==> src/rtl/ssd_pkg.sv <==
package ssd_pkg;

    typedef enum logic [1:0] {
        ST_RUN   = 2'd0,
        ST_DISCH = 2'd1,
        ST_CLAMP = 2'd2,
        ST_START = 2'd3
    } chan_st_e;

    typedef enum logic [1:0] {
        LS_PWM = 2'b00,
        LS_OFF = 2'b01,
        LS_ON  = 2'b10
    } ls_cmd_e;

    typedef struct packed {
        logic    dsch;
        logic    pwm;
        logic    ss;
        ls_cmd_e ls;
    } chan_out_t;

    function automatic chan_out_t decode_state(chan_st_e st);
        chan_out_t o;
        o = '{dsch: 1'b0, pwm: 1'b0, ss: 1'b0, ls: LS_OFF};
        case (st)
            ST_RUN:   begin o.pwm = 1'b1; o.ls = LS_PWM; end
            ST_DISCH: begin o.dsch = 1'b1; o.ls = LS_OFF; end
            ST_CLAMP: begin o.ls = LS_ON; end
            ST_START: begin o.pwm = 1'b1; o.ss = 1'b1; o.ls = LS_PWM; end
            default:  o.ls = LS_OFF;
        endcase
        return o;
    endfunction

endpackage

==> src/rtl/ssd_sync2.sv <==
module ssd_sync2 #(
    parameter int W = 1
) (
    input  logic         clk,
    input  logic         rst,
    input  logic [W-1:0] d_i,
    output logic [W-1:0] q_o
);
    logic [W-1:0] meta_q;
    logic [W-1:0] sync_q;

    always_ff @(posedge clk) begin
        if (rst) begin
            meta_q <= '0;
            sync_q <= '0;
        end else begin
            meta_q <= d_i;
            sync_q <= meta_q;
        end
    end

    assign q_o = sync_q;

    // the output only follows what the first stage held a cycle earlier
    a_r4_two_stage: assert property (@(posedge clk) disable iff (rst)
        1'b1 |=> (sync_q == $past(meta_q)));
endmodule

==> src/rtl/ssd_chan_fsm.sv <==
module ssd_chan_fsm
    import ssd_pkg::*;
#(
    parameter int START_CYCLES = 64,
    localparam int CW = $clog2(START_CYCLES + 1)
) (
    input  logic      clk,
    input  logic      rst,
    input  logic      active_i,
    input  logic      below_s_i,
    output chan_out_t out_o,
    output logic      clamped_o
);
    chan_st_e st_q, st_d;
    logic [CW-1:0] cnt_q, cnt_d;

    always_comb begin
        st_d  = st_q;
        cnt_d = cnt_q;
        case (st_q)
            ST_RUN: begin
                if (!active_i) st_d = ST_DISCH;
            end
            ST_DISCH: begin
                if (active_i)       st_d = ST_RUN;
                else if (below_s_i) st_d = ST_CLAMP;
            end
            ST_CLAMP: begin
                if (active_i) begin
                    st_d  = ST_START;
                    cnt_d = '0;
                end
            end
            ST_START: begin
                if (!active_i)
                    st_d = ST_DISCH;
                else if (cnt_q == CW'(START_CYCLES - 1))
                    st_d = ST_RUN;
                else
                    cnt_d = cnt_q + 1'b1;
            end
            default: st_d = ST_DISCH;
        endcase
    end

    always_ff @(posedge clk) begin
        if (rst) begin
            st_q  <= ST_DISCH;
            cnt_q <= '0;
        end else begin
            st_q  <= st_d;
            cnt_q <= cnt_d;
        end
    end

    assign out_o     = decode_state(st_q);
    assign clamped_o = (st_q == ST_CLAMP);

    a_r2_run_exit: assert property (@(posedge clk) disable iff (rst)
        (st_q == ST_RUN && !active_i) |=> (out_o.dsch && !out_o.pwm));
    a_r3_disch_gate_off: assert property (@(posedge clk) disable iff (rst)
        out_o.dsch |-> (out_o.ls == LS_OFF && !out_o.pwm));
    a_r4_hold_without_flag: assert property (@(posedge clk) disable iff (rst)
        (st_q == ST_DISCH && !active_i && !below_s_i) |=> (st_q == ST_DISCH));
    a_r5_clamp_sticky: assert property (@(posedge clk) disable iff (rst)
        (st_q == ST_CLAMP && !active_i) |=> (out_o.ls == LS_ON));
    a_r6_abort: assert property (@(posedge clk) disable iff (rst)
        (st_q == ST_DISCH && active_i) |=> (out_o.pwm && !out_o.ss && !out_o.dsch));
    a_r7_count_bound: assert property (@(posedge clk) disable iff (rst)
        (st_q == ST_START) |-> (cnt_q < CW'(START_CYCLES)));
    a_r8_ss_abort: assert property (@(posedge clk) disable iff (rst)
        (out_o.ss && !active_i) |=> out_o.dsch);
endmodule

==> src/rtl/ssd_ref_ctl.sv <==
module ssd_ref_ctl #(
    parameter int NCH = 2
) (
    input  logic           clk,
    input  logic           rst,
    input  logic [NCH-1:0] clamped_i,
    output logic           ref_en_o
);
    assign ref_en_o = ~(&clamped_i);

    // reference may drop only when every channel is clamped
    a_r9_ref_hold: assert property (@(posedge clk) disable iff (rst)
        !ref_en_o |-> ($countones(clamped_i) == NCH));
endmodule

==> src/rtl/ssd_sequencer.sv <==
module ssd_sequencer
    import ssd_pkg::*;
#(
    parameter int NCH          = 2,
    parameter int START_CYCLES = 64
) (
    input  logic             clk,
    input  logic             rst,
    input  logic [NCH-1:0]   en_pin,
    input  logic [NCH-1:0]   uv_latch,
    input  logic             uvlo,
    input  logic [NCH-1:0]   below_raw,
    output logic [NCH-1:0]   dsch_sw_en,
    output logic [NCH-1:0]   pwm_en,
    output logic [NCH-1:0]   ss_active,
    output logic [2*NCH-1:0] ls_cmd,
    output logic             ref_en
);
    logic [NCH-1:0] below_s;
    logic [NCH-1:0] active;
    logic [NCH-1:0] clamped;

    assign active = en_pin & ~uv_latch & {NCH{~uvlo}};

    ssd_sync2 #(.W(NCH)) u_sync (
        .clk (clk),
        .rst (rst),
        .d_i (below_raw),
        .q_o (below_s)
    );

    for (genvar i = 0; i < NCH; i++) begin : g_ch
        chan_out_t co;
        ssd_chan_fsm #(.START_CYCLES(START_CYCLES)) u_fsm (
            .clk       (clk),
            .rst       (rst),
            .active_i  (active[i]),
            .below_s_i (below_s[i]),
            .out_o     (co),
            .clamped_o (clamped[i])
        );
        assign dsch_sw_en[i]     = co.dsch;
        assign pwm_en[i]         = co.pwm;
        assign ss_active[i]      = co.ss;
        assign ls_cmd[2*i +: 2]  = co.ls;

        // a held-on low side never coexists with PWM or the discharge switch
        a_r5_clamp_excl: assert property (@(posedge clk) disable iff (rst)
            (ls_cmd[2*i +: 2] == 2'b10) |-> (!pwm_en[i] && !dsch_sw_en[i]));
    end

    ssd_ref_ctl #(.NCH(NCH)) u_ref (
        .clk       (clk),
        .rst       (rst),
        .clamped_i (clamped),
        .ref_en_o  (ref_en)
    );
endmodule

==> config.mk <==
export PLATFORM = sky130hd
export DESIGN_NAME = ssd_sequencer
export DESIGN_NICKNAME = d
export VERILOG_FILES = /design/src/rtl/ssd_pkg.sv /design/src/rtl/ssd_sync2.sv /design/src/rtl/ssd_chan_fsm.sv /design/src/rtl/ssd_ref_ctl.sv /design/src/rtl/ssd_sequencer.sv
export SDC_FILE = /design/constraint.sdc
export NUM_CORES = 1
export LEC_CHECK = 0
export BUFFER_PORTS_ARGS = -buffer_cell sky130_fd_sc_hd__buf_2
export CAP_MARGIN = 20
export CORE_UTILIZATION = 35
export DETAILED_ROUTE_END_ITERATION = 7
export MAX_ROUTING_LAYER = met4
export PLACE_DENSITY = 0.62
export SLEW_MARGIN = 20
export SYNTH_ARGS = -nofsm -noshare
export SYNTH_HDL_FRONTEND = slang
export SYNTH_SLANG_ARGS = --single-unit
==> constraint.sdc <==
create_clock -name clk -period 1.7 [get_ports clk]
set_input_delay 0.51 -clock clk [delete_from_list [all_inputs] [get_ports clk]]
set_output_delay 0.51 -clock clk [all_outputs]
set_load 0.03 [all_outputs]
==> results.txt, run 1 <==
overall die area = 3930 µm²
met2 GRT Util = 28.4%
vias in the first global route = 1091
Core Footprint = 3440 µm²
asr flop ratio synth = 0%
root buffer cell = clkbuf_8
GPL Wtd Cong = 0.899
Final Hold Viols = 0
FP Rows = 21
cell area after synthesis = 1290 µm²
Final TNS setup = 0 ns
Die H = 62.7 µm
Routed WL = 3.06 mm
hold buffers post-CTS = 0
grt total ovfl = 0
GR Layer Usage met3 = 2.74%
Pwr per Cell Area = 1260 nW/µm²
most common cell after layout, fill and taps aside = buf_4
critical path required time = 1.19 ns
CTS HTree Levels = 1
CP max FO = 6
EDFF count, synth = 0
DRC = 0
commonest cells after routing, fill and taps aside = 21 x buf_4, 15 x dfxtp_1, 14 x buf_2
Main synth FF type = dfxtp_1
critical path endpoint category = output pin
setup repair after global routing missed its margin = true
final layout net count = 201
via density per instance = 5.49
total number of vias = 1241
CP startpoint kind = flip-flop
Yosys cell types = 46
Max Slew Vio Count = 0
WS Path Type = flip-flop to output pin
met1 GRT Util = 17.5%
final total power = 2170 µW
antenna-violating nets left = 0
CTS tree = done
fin crit period = 1.70 ns
die width = 62.7 µm
syn nets = 165
Inserted Clock Buffers = 3
grt peak-use layer = met2
Ys Warns = 0
LEAKAGE = 0.000656 µW
Post-DP HPWL = 2.21 mm
synthesized flop and latch total = 22
Net Sw Frac = 43.8%
Switch Pwr = 949 µW
Reg clk slew, reported paths = 0.08 ns
internal power = 1220 µW
clock latency on the worst-skew pair = 0.26 ns
Initial Utilization = 37.4%
WL/cell = 13.6 µm
fin util = 49.9%
Tcrit/Tclk final = 99.9%
layout cell share with drive strength beyond 1 = 37.8%
first-pass GRT wire length = 4.79 mm
VDD IR max = 856 µV
initial antenna violation count = 0
largest net degree at the start of global routing = 12
Tightest Pin Transition = 0.328 ns
Final Non-Filler Cells = 226
IO Port Bufs = 19
I/O pin count = 20
cells after synthesis = 146
MaxCap Viol Count = 0
Hold WC Path Type = flip-flop to flip-flop
Placed Instances = 220
# clock sinks = 22
Clock Power Share = 14.9%
# setup viols final = 0
Peak Freq = 589 MHz
Reg power frac = 31.1%
Initial DRC Count = 58
DRT Pass-1 Iters = 4
Layout area overhead = 33.3%
syn_area_per_cell = 8.83 µm²
combinational group share of total power = 54.1%
Tot GR Track Use = 15.9%
part of the Yosys area used for sequential elements = 34.2%
status = finished clean
worst rel slew slack = 78.0%
Clock Path Buffers = 2
clk_skew = 0.00405 ns
number of diodes = 0
Worst EP arrival = 1.19 ns
power by group through the flow:
stage          Clock, µW  Combinational (µW)  Sequential, µW
4_1_cts              335                1060             639
6_report             322                1170             673
3_5_place_dp           0                 960             637
2_1_floorplan          0                 790             622
3_3_place_gp           0                 950             634
5_1_grt              361                1260             680
layout make-up:
type / count / area (µm²)
sequential: 22 / 459
tap: 46 / 57.6
timing repair buffer: 37 / 250
multi-input combinational: 109 / 871
inverter: 9 / 38.8
fill: 325 / 1720
clock buffer: 3 / 41.3
metrics by stage:
stage,instance area [µm²],hold WS [ns],worst slack [ns]
global route,1720,0.457,-0.0326
global placement,1530,0.412,-0.0897
finish,1720,0.433,0.00128
detailed placement,1530,0.420,-0.126
floorplan,1300,0.403,-0.00288
CTS,1630,0.433,-0.0536
Yosys cell counts (3+ instances only):
| master | n | area (µm²) |
|---|---|---|
| nand2_1 | 10 | 37.5 |
| o31ai_1 | 3 | 22.5 |
| a21oi_1 | 10 | 50.1 |
| nand2b_1 | 3 | 18.8 |
| nand4_1 | 6 | 37.5 |
| ha_1 | 10 | 125 |
| nor3_1 | 3 | 15.0 |
| and3_1 | 3 | 18.8 |
| nor2_1 | 4 | 15.0 |
| and2_1 | 3 | 18.8 |
| dfxtp_1 | 22 | 440 |
| clkbuf_1 | 4 | 15.0 |
| o21ai_0 | 6 | 30.0 |
| a311oi_1 | 4 | 35.0 |
| or4_1 | 4 | 30.0 |
| nor2b_1 | 6 | 37.5 |
| inv_1 | 9 | 33.8 |
worst paths after layout:
kind | start | endpoint | slack (ns) | cells after the start
max | flip-flop | ref_en | 0.001 | 4
min | g_ch[0].u_fsm.cnt_q[6]$_SDFFE_PP0P_ | g_ch[0].u_fsm.cnt_q[6]$_SDFFE_PP0P_ | 0.43 | 2
max reg2reg | g_ch[0].u_fsm.cnt_q[0]$_SDFFE_PP0P_ | g_ch[0].u_fsm.st_q[0]$_SDFFE_PP1P_ | 0.08 | 5
min reg2reg | g_ch[0].u_fsm.cnt_q[6]$_SDFFE_PP0P_ | g_ch[0].u_fsm.cnt_q[6]$_SDFFE_PP0P_ | 0.43 | 2
routing by layer:
layer  part of all wire, %  up-vias
met5                     0        -
met4                   1.1        0
met3                   2.9        5
met2                    51       25
met1                    45      587
li1                      -      624
cell families after synthesis:
kind of cell,count (synthesis),synth area share [%]
compound gates,43,23.6
flops,22,34.2
mux,1,0.777
buf+inv,15,4.95
fa+ha+maj,10,9.71
simple gates,55,26.8
repair_timing:
action                     4_1_cts  5_1_grt
setup endpoints to repair       11       18
resized for setup               16       20
setup buffers                    2        1
critical path, cell delays in order, from the launching register on:
cell	delay, ns
dfxtp_4	0.37
buf_4	0.14
ha_4	0.17
nand2_1	0.06
buf_2	0.19
flip-flops by register name, summed over array words and instances, names as in the netlist, named ones only:
name / count
g_ch.u_fsm.cnt_q: 14
u_sync.meta_q: 2
u_sync.q_o: 2
g_ch.u_fsm.st_q: 2
Power figures use the tool's default switching activity.
==> inputs of run 2 (changes only) <==
--- a/config.mk
+++ b/config.mk
@@ -5,7 +5,7 @@
 export SDC_FILE = /design/constraint.sdc
 export NUM_CORES = 1
 export LEC_CHECK = 0
-export BUFFER_PORTS_ARGS = -buffer_cell sky130_fd_sc_hd__buf_2
+export BUFFER_PORTS_ARGS = -buffer_cell sky130_fd_sc_hd__buf_4
 export CAP_MARGIN = 20
 export CORE_UTILIZATION = 35
 export DETAILED_ROUTE_END_ITERATION = 7
==> run 2 against run 1 <==
Core utilization rose by 2.5 points. Clock power rose by 51%. Critical path depth did not move. Combinational power rose by 5%. Clock-buffer cell count did not move. Hold slack barely moved. Non-clock buffer count rose by 4. Largest cell class unchanged.
==> results.txt, run 2 (synthesis gave the netlist of run 1 again) <==
antenna-violating nets left = 0 (unchanged)
fin crit period = 1.70 ns (-0.000843 ns)
Layout area overhead = 40.0%
CTS HTree Levels = 1 (unchanged)
GPL Wtd Cong = 0.824 (-8.3%)
max reg flops = 14 (unchanged)
via density per instance = 5.32 (-3.1%)
clock latency on the worst-skew pair = 0.26 ns (about the same)
setup repair after global routing missed its margin = true
WL/cell = 13.6 µm (about the same)
CP delay by family, top = flip-flops
grt total ovfl = 0 (unchanged)
FP Rows = 21 (unchanged)
Peak Freq = 589 MHz (about the same)
largest net degree at the start of global routing = 14 (+2)
critical path endpoint category = output pin
Worst Hold End = g_ch[0].u_fsm.cnt_q[6]$_SDFFE_PP0P_
CP max FO = 5 (-1)
Worst EP arrival = 1.19 ns (about the same)
worst rel slew slack = 74.2% (-3.8 points)
# setup viols final = 0 (unchanged)
Tot GR Track Use = 16.8% (+0.87 points)
CTS tree = done
Initial Utilization = 37.4% (unchanged)
most common cell after layout, fill and taps aside = buf_4
fin util = 52.4% (+2.5 points)
IO Port Bufs = 19 (unchanged)
CP startpoint kind = flip-flop
Core Footprint = 3440 µm² (unchanged)
DRC = 0 (unchanged)
dpl ws = -0.144 ns (-0.0182 ns)
number of diodes = 0 (unchanged)
die width = 62.7 µm (unchanged)
Max Slew Vio Count = 0 (unchanged)
root buffer cell = clkbuf_8
Routed WL = 3.13 mm (+2.3%)
CP Depth = 4 (unchanged)
Tightest Pin Transition = 0.385 ns (+0.0566 ns)
post-route design area = 1800 µm² (+5.0%)
Tcrit/Tclk final = 99.9% (about the same)
MaxCap Viol Count = 0 (unchanged)
WS Path Type = flip-flop to output pin
final layout net count = 205 (+2.0%)
Hold WC Path Type = flip-flop to flip-flop
Post-DP HPWL = 2.33 mm (+5.6%)
hold path start = g_ch[0].u_fsm.cnt_q[6]$_SDFFE_PP0P_
dpl cell area = 1590 µm² (+3.6%)
# clock sinks = 22 (unchanged)
first-pass GRT wire length = 5.20 mm (+8.6%)
register bank with the most flops = g_ch.u_fsm.cnt_q
cell depth of the worst flop-to-flop path = 5 (unchanged)
Initial DRC Count = 58 (unchanged)
vias in the first global route = 1212 (+11%)
DRT Pass-1 Iters = 4 (unchanged)
worst r2r dst = g_ch[0].u_fsm.st_q[0]$_SDFFE_PP1P_
critical path required time = 1.19 ns (about the same)
Reg clk slew, reported paths = 0.08 ns (about the same)
Pwr per Cell Area = 1320 nW/µm² (+4.7%)
overall die area = 3930 µm² (unchanged)
I/O pin count = 20 (unchanged)
commonest cells after routing, fill and taps aside = 38 x buf_4, 15 x dfxtp_1, 10 x nand2_1, 10 x a21oi_1
Die H = 62.7 µm (unchanged)
cells along the critical path = inv_4 > ha_1 > inv_1 > buf_6
reg2reg start = g_ch[0].u_fsm.cnt_q[0]$_SDFFE_PP0P_
status = finished clean
Hold Path Cell Cnt = 2 (unchanged)
Buffers & Inverters on Critical Path = 3 (+1)
layout cell share with drive strength beyond 1 = 39.5% (+1.7 points)
VDD IR max = 1170 µV (+37%)
Clock Path Buffers = 2 (unchanged)
FF-to-FF setup slack = 0.05 ns (-0.03 ns)
clk_skew = 0.00256 ns (-0.00149 ns)
initial antenna violation count = 0 (unchanged)
Inserted Clock Buffers = 3 (unchanged)
Final TNS setup = 0 ns (unchanged)
setup ws final = 0.00213 ns (+0.000843 ns)
LEAKAGE = 0.000708 µW (+7.9%)
CP max stage delay = 0.40 ns (+0.03 ns)
total number of vias = 1229 (-0.97%)
Final Hold Viols = 0 (unchanged)
hold buffers post-CTS = 0 (unchanged)
Worst path slowest cell = dfxtp_4
## run 2: worst min-delay path, cell delays in order (launching register included)
cell and delay (ns):
dfxtp_1 0.31, inv_1 0.04, a311oi_1 0.03
## run 2: area by class of cell
cell class | count | area [µm²]
multi-input combinational | 109 | 858
timing repair buffer | 41 | 319
fill | 324 | 1640
inverter | 9 | 36.3
sequential | 22 | 462
tap | 46 | 57.6
clock buffer | 3 | 41.3
clock inverter | 1 | 30.0
## run 2: report_power, final
part           total [µW]  leakage (µW)  switching [µW]  internal (µW)
clock network         486     0.0000357             171            314
registers             669      0.000182            77.4            591
logic                1230      0.000490             703            525
## run 2: timing repair
action | in CTS | in global routing
resized for setup | 20 | 10
setup endpoints to repair | 9 | 8
hold endpoints to repair | 0 | 0
buffers inserted | 2 | 4
pin swaps | 1 | 4
## run 2: worst max path at each step
stage	end	from
after floorplan	g_ch[0].u_fsm.cnt_q[5]$_SDFFE_PP0P_	g_ch[0].u_fsm.st_q[0]$_SDFFE_PP1P_
after global placement	g_ch[0].u_fsm.st_q[0]$_SDFFE_PP1P_	uv_latch[0]
after detailed placement	g_ch[0].u_fsm.st_q[0]$_SDFFE_PP1P_	uv_latch[0]
after CTS	pwm_en[0]	g_ch[0].u_fsm.st_q[0]$_SDFFE_PP1P_
after global routing	pwm_en[1]	flip-flop
final	pwm_en[0]	g_ch[0].u_fsm.st_q[0]$_SDFFE_PP1P_
## run 2: metal layers
| layer | routed length [µm] | share of wire, % | vias up | GRT usage [%] |
|---|---|---|---|---|
| met3 | 81 | 2.6 | 4 | 2.37 |
| met2 | 1620 | 52 | 24 | 29.9 |
| met1 | 1410 | 45 | 572 | 18.6 |
| met5 | 0 | 0 | - | - |
| met4 | 28 | 0.89 | 0 | 6.69 |
| li1 | - | - | 629 | - |
## run 2: through the flow
step	hold WS, ns	cells	power (µW)
floorplan	0.403	146	1410
global placement	0.412	221	1690
detailed placement	0.427	221	1700
CTS	0.440	227	2310
global route	0.464	231	2520
finish	0.433	231	2380
==> inputs of run 3 (changes only) <==
--- a/config.mk
+++ b/config.mk
@@ -10,7 +10,7 @@
 export CORE_UTILIZATION = 35
 export DETAILED_ROUTE_END_ITERATION = 7
 export MAX_ROUTING_LAYER = met4
-export PLACE_DENSITY = 0.62
+export PLACE_DENSITY = 0.63
 export SLEW_MARGIN = 20
 export SYNTH_ARGS = -nofsm -noshare
 export SYNTH_HDL_FRONTEND = slang
==> run 3 against run 2 <==
Via count rose by 0.24%. Critical path depth did not move. Critical endpoint is now ref_en. Final area fell by 2.8%. Non-clock buffer count is 7 lower. Maximum frequency grew 2.3%. Highest routed layer unchanged. Critical path type unchanged.
==> results.txt, run 3 (synthesis gave the netlist of run 1 again) <==
status = finished clean
CP delay by family, top = flip-flops
hold path start = g_ch[0].u_fsm.cnt_q[6]$_SDFFE_PP0P_
Worst EP arrival = 1.15 ns (-0.04 ns)
WL/cell = 13.6 µm (+0.23%)
fin crit period = 1.66 ns (-0.0379 ns)
number of diodes = 0 (unchanged)
Tcrit/Tclk final = 97.6% (-2.2 points)
Routed WL = 3.05 mm (-2.8%)
Post-DP HPWL = 2.21 mm (-5.1%)
critical path required time = 1.19 ns (about the same)
MaxCap Viol Count = 0 (unchanged)
Buffers & Inverters on Critical Path = 2 (-1)
Final TNS setup = 0 ns (unchanged)
setup repair after global routing missed its margin = false
Initial Utilization = 37.4% (unchanged)
grt total ovfl = 0 (unchanged)
Layout area overhead = 36.1%
CP max stage delay = 0.36 ns (-0.04 ns)
max reg flops = 14 (unchanged)
largest net degree at the start of global routing = 18 (+4)
Core Footprint = 3440 µm² (unchanged)
Multi-input gate area = 870 µm² (+1.3%)
commonest cells after routing, fill and taps aside = 30 x buf_4, 16 x dfxtp_1, 10 x nand2_1, 10 x a21oi_1
CP max FO = 6 (+1)
Tot GR Track Use = 16.7% (-0.073 points)
most common cell after layout, fill and taps aside = buf_4
fillers = 323 (-0.31%)
IO Port Bufs = 19 (unchanged)
first-pass GRT wire length = 5.20 mm (-0.13%)
clock latency on the worst-skew pair = 0.26 ns (about the same)
Pwr per Cell Area = 1320 nW/µm² (+0.27%)
I/O pin count = 20 (unchanged)
initial antenna violation count = 0 (unchanged)
layout cell share with drive strength beyond 1 = 37.1% (-2.4 points)
highest metal used = met4
DRT Pass-1 Iters = 4 (unchanged)
worst rel slew slack = 73.5% (-0.69 points)
Met3 Routed Length = 89 µm (+9.9%)
register bank with the most flops = g_ch.u_fsm.cnt_q
DRT met1 WL = 1.33 mm (-5.2%)
cells along the critical path = buf_4 > ha_4 > nand2_1 > buf_4
Reg clk slew, reported paths = 0.08 ns (about the same)
# clock sinks = 22 (unchanged)
CTS tree = done
CP startpoint kind = flip-flop
Final Hold Viols = 0 (unchanged)
register area = 460 µm² (-0.27%)
Tightest Pin Transition = 0.395 ns (+0.0103 ns)
FF-to-FF setup slack = 0.06 ns (about the same)
CP dominant cell by count = buf_4
Inserted Clock Buffers = 3 (unchanged)
VDD IR max = 820 µV (-30%)
dpl ws = -0.141 ns (+0.00292 ns)
GPL Wtd Cong = 0.807 (-2.1%)
LEAKAGE = 0.000665 µW (-6.1%)
final layout net count = 198 (-3.4%)
reg2reg start = g_ch[0].u_fsm.cnt_q[0]$_SDFFE_PP0P_
Clock Path Buffers = 2 (unchanged)
vias in the first global route = 1192 (-1.7%)
antenna-violating nets left = 0 (unchanged)
final total power = 2320 µW (-2.5%)
Die H = 62.7 µm (unchanged)
fin util = 51.0% (-1.5 points)
# setup viols final = 0 (unchanged)
Initial DRC Count = 51 (-12%)
CTS HTree Levels = 1 (unchanged)
Hold WC Path Type = flip-flop to flip-flop
total number of vias = 1232 (+0.24%)
setup ws final = 0.0401 ns (+0.0379 ns)
via density per instance = 5.50 (+3.4%)
root buffer cell = clkbuf_8
die width = 62.7 µm (unchanged)
clk_skew = 0.00217 ns (-0.000392 ns)
Max Slew Vio Count = 0 (unchanged)
critical path endpoint category = output pin
WL met2 = 1.59 mm (-1.7%)
Worst path slowest cell = dfxtp_4
FP Rows = 21 (unchanged)
overall die area = 3930 µm² (unchanged)
DRC = 0 (unchanged)
Peak Freq = 602 MHz (+2.3%)
WS Path Type = flip-flop to output pin
## run 3: cell types whose count changed in the layout (fill, tap and decap cells not counted), sizes merged
cell    change
buf         -7
bufinv      -1
clkbuf      +1
## run 3: report_power, final
group	switching [µW]	internal [µW]
registers	82.1	591
logic	721	554
clock network	168	207
total	970	1350
## run 3: worst register-to-register path: stages, from the launching register on
cell and delay (ns):
dfxtp_4 0.37, ha_4 0.15, nand3_4 0.10, o211a_1 0.24, or4_1 0.51, a22oi_1 0.19
## run 3: final timing paths
check                                   endpoint  cells past startpoint
min reg2reg  g_ch[0].u_fsm.cnt_q[6]$_SDFFE_PP0P_                      2
min          g_ch[0].u_fsm.cnt_q[6]$_SDFFE_PP0P_                      2
max                                       ref_en                      4
max reg2reg   g_ch[0].u_fsm.st_q[0]$_SDFFE_PP1P_                      5
## run 3: per-layer routing
metal | GRT usage (%) | vias up
li1 | - | 610
met1 | 17.7 | 599
met2 | 30.3 | 19
met3 | 3.83 | 4
met4 | 5.23 | 0
met5 | - | -
## run 3: layout make-up
class | instances | share of cell area, %
well taps | 46 | 3.28
clock buffers | 4 | 3.14
repair buffers | 34 | 15.4
flip-flops and latches | 22 | 26.2
inverters | 9 | 2.35
multi-input cells | 109 | 49.6
## run 3: per-stage QoR
stage | hold WS [ns] | cell area (µm²) | instances
global route | 0.449 | 1750 | 224
global placement | 0.411 | 1570 | 219
floorplan | 0.403 | 1300 | 146
CTS | 0.436 | 1720 | 224
detailed placement | 0.422 | 1570 | 219
finish | 0.432 | 1750 | 224
## run 3: timing repair
item	in CTS	in global routing
resized for setup	22	11
pin swaps	0	1
hold buffers	0	0
endpoints found under the setup margin	12	9
setup buffers	1	0
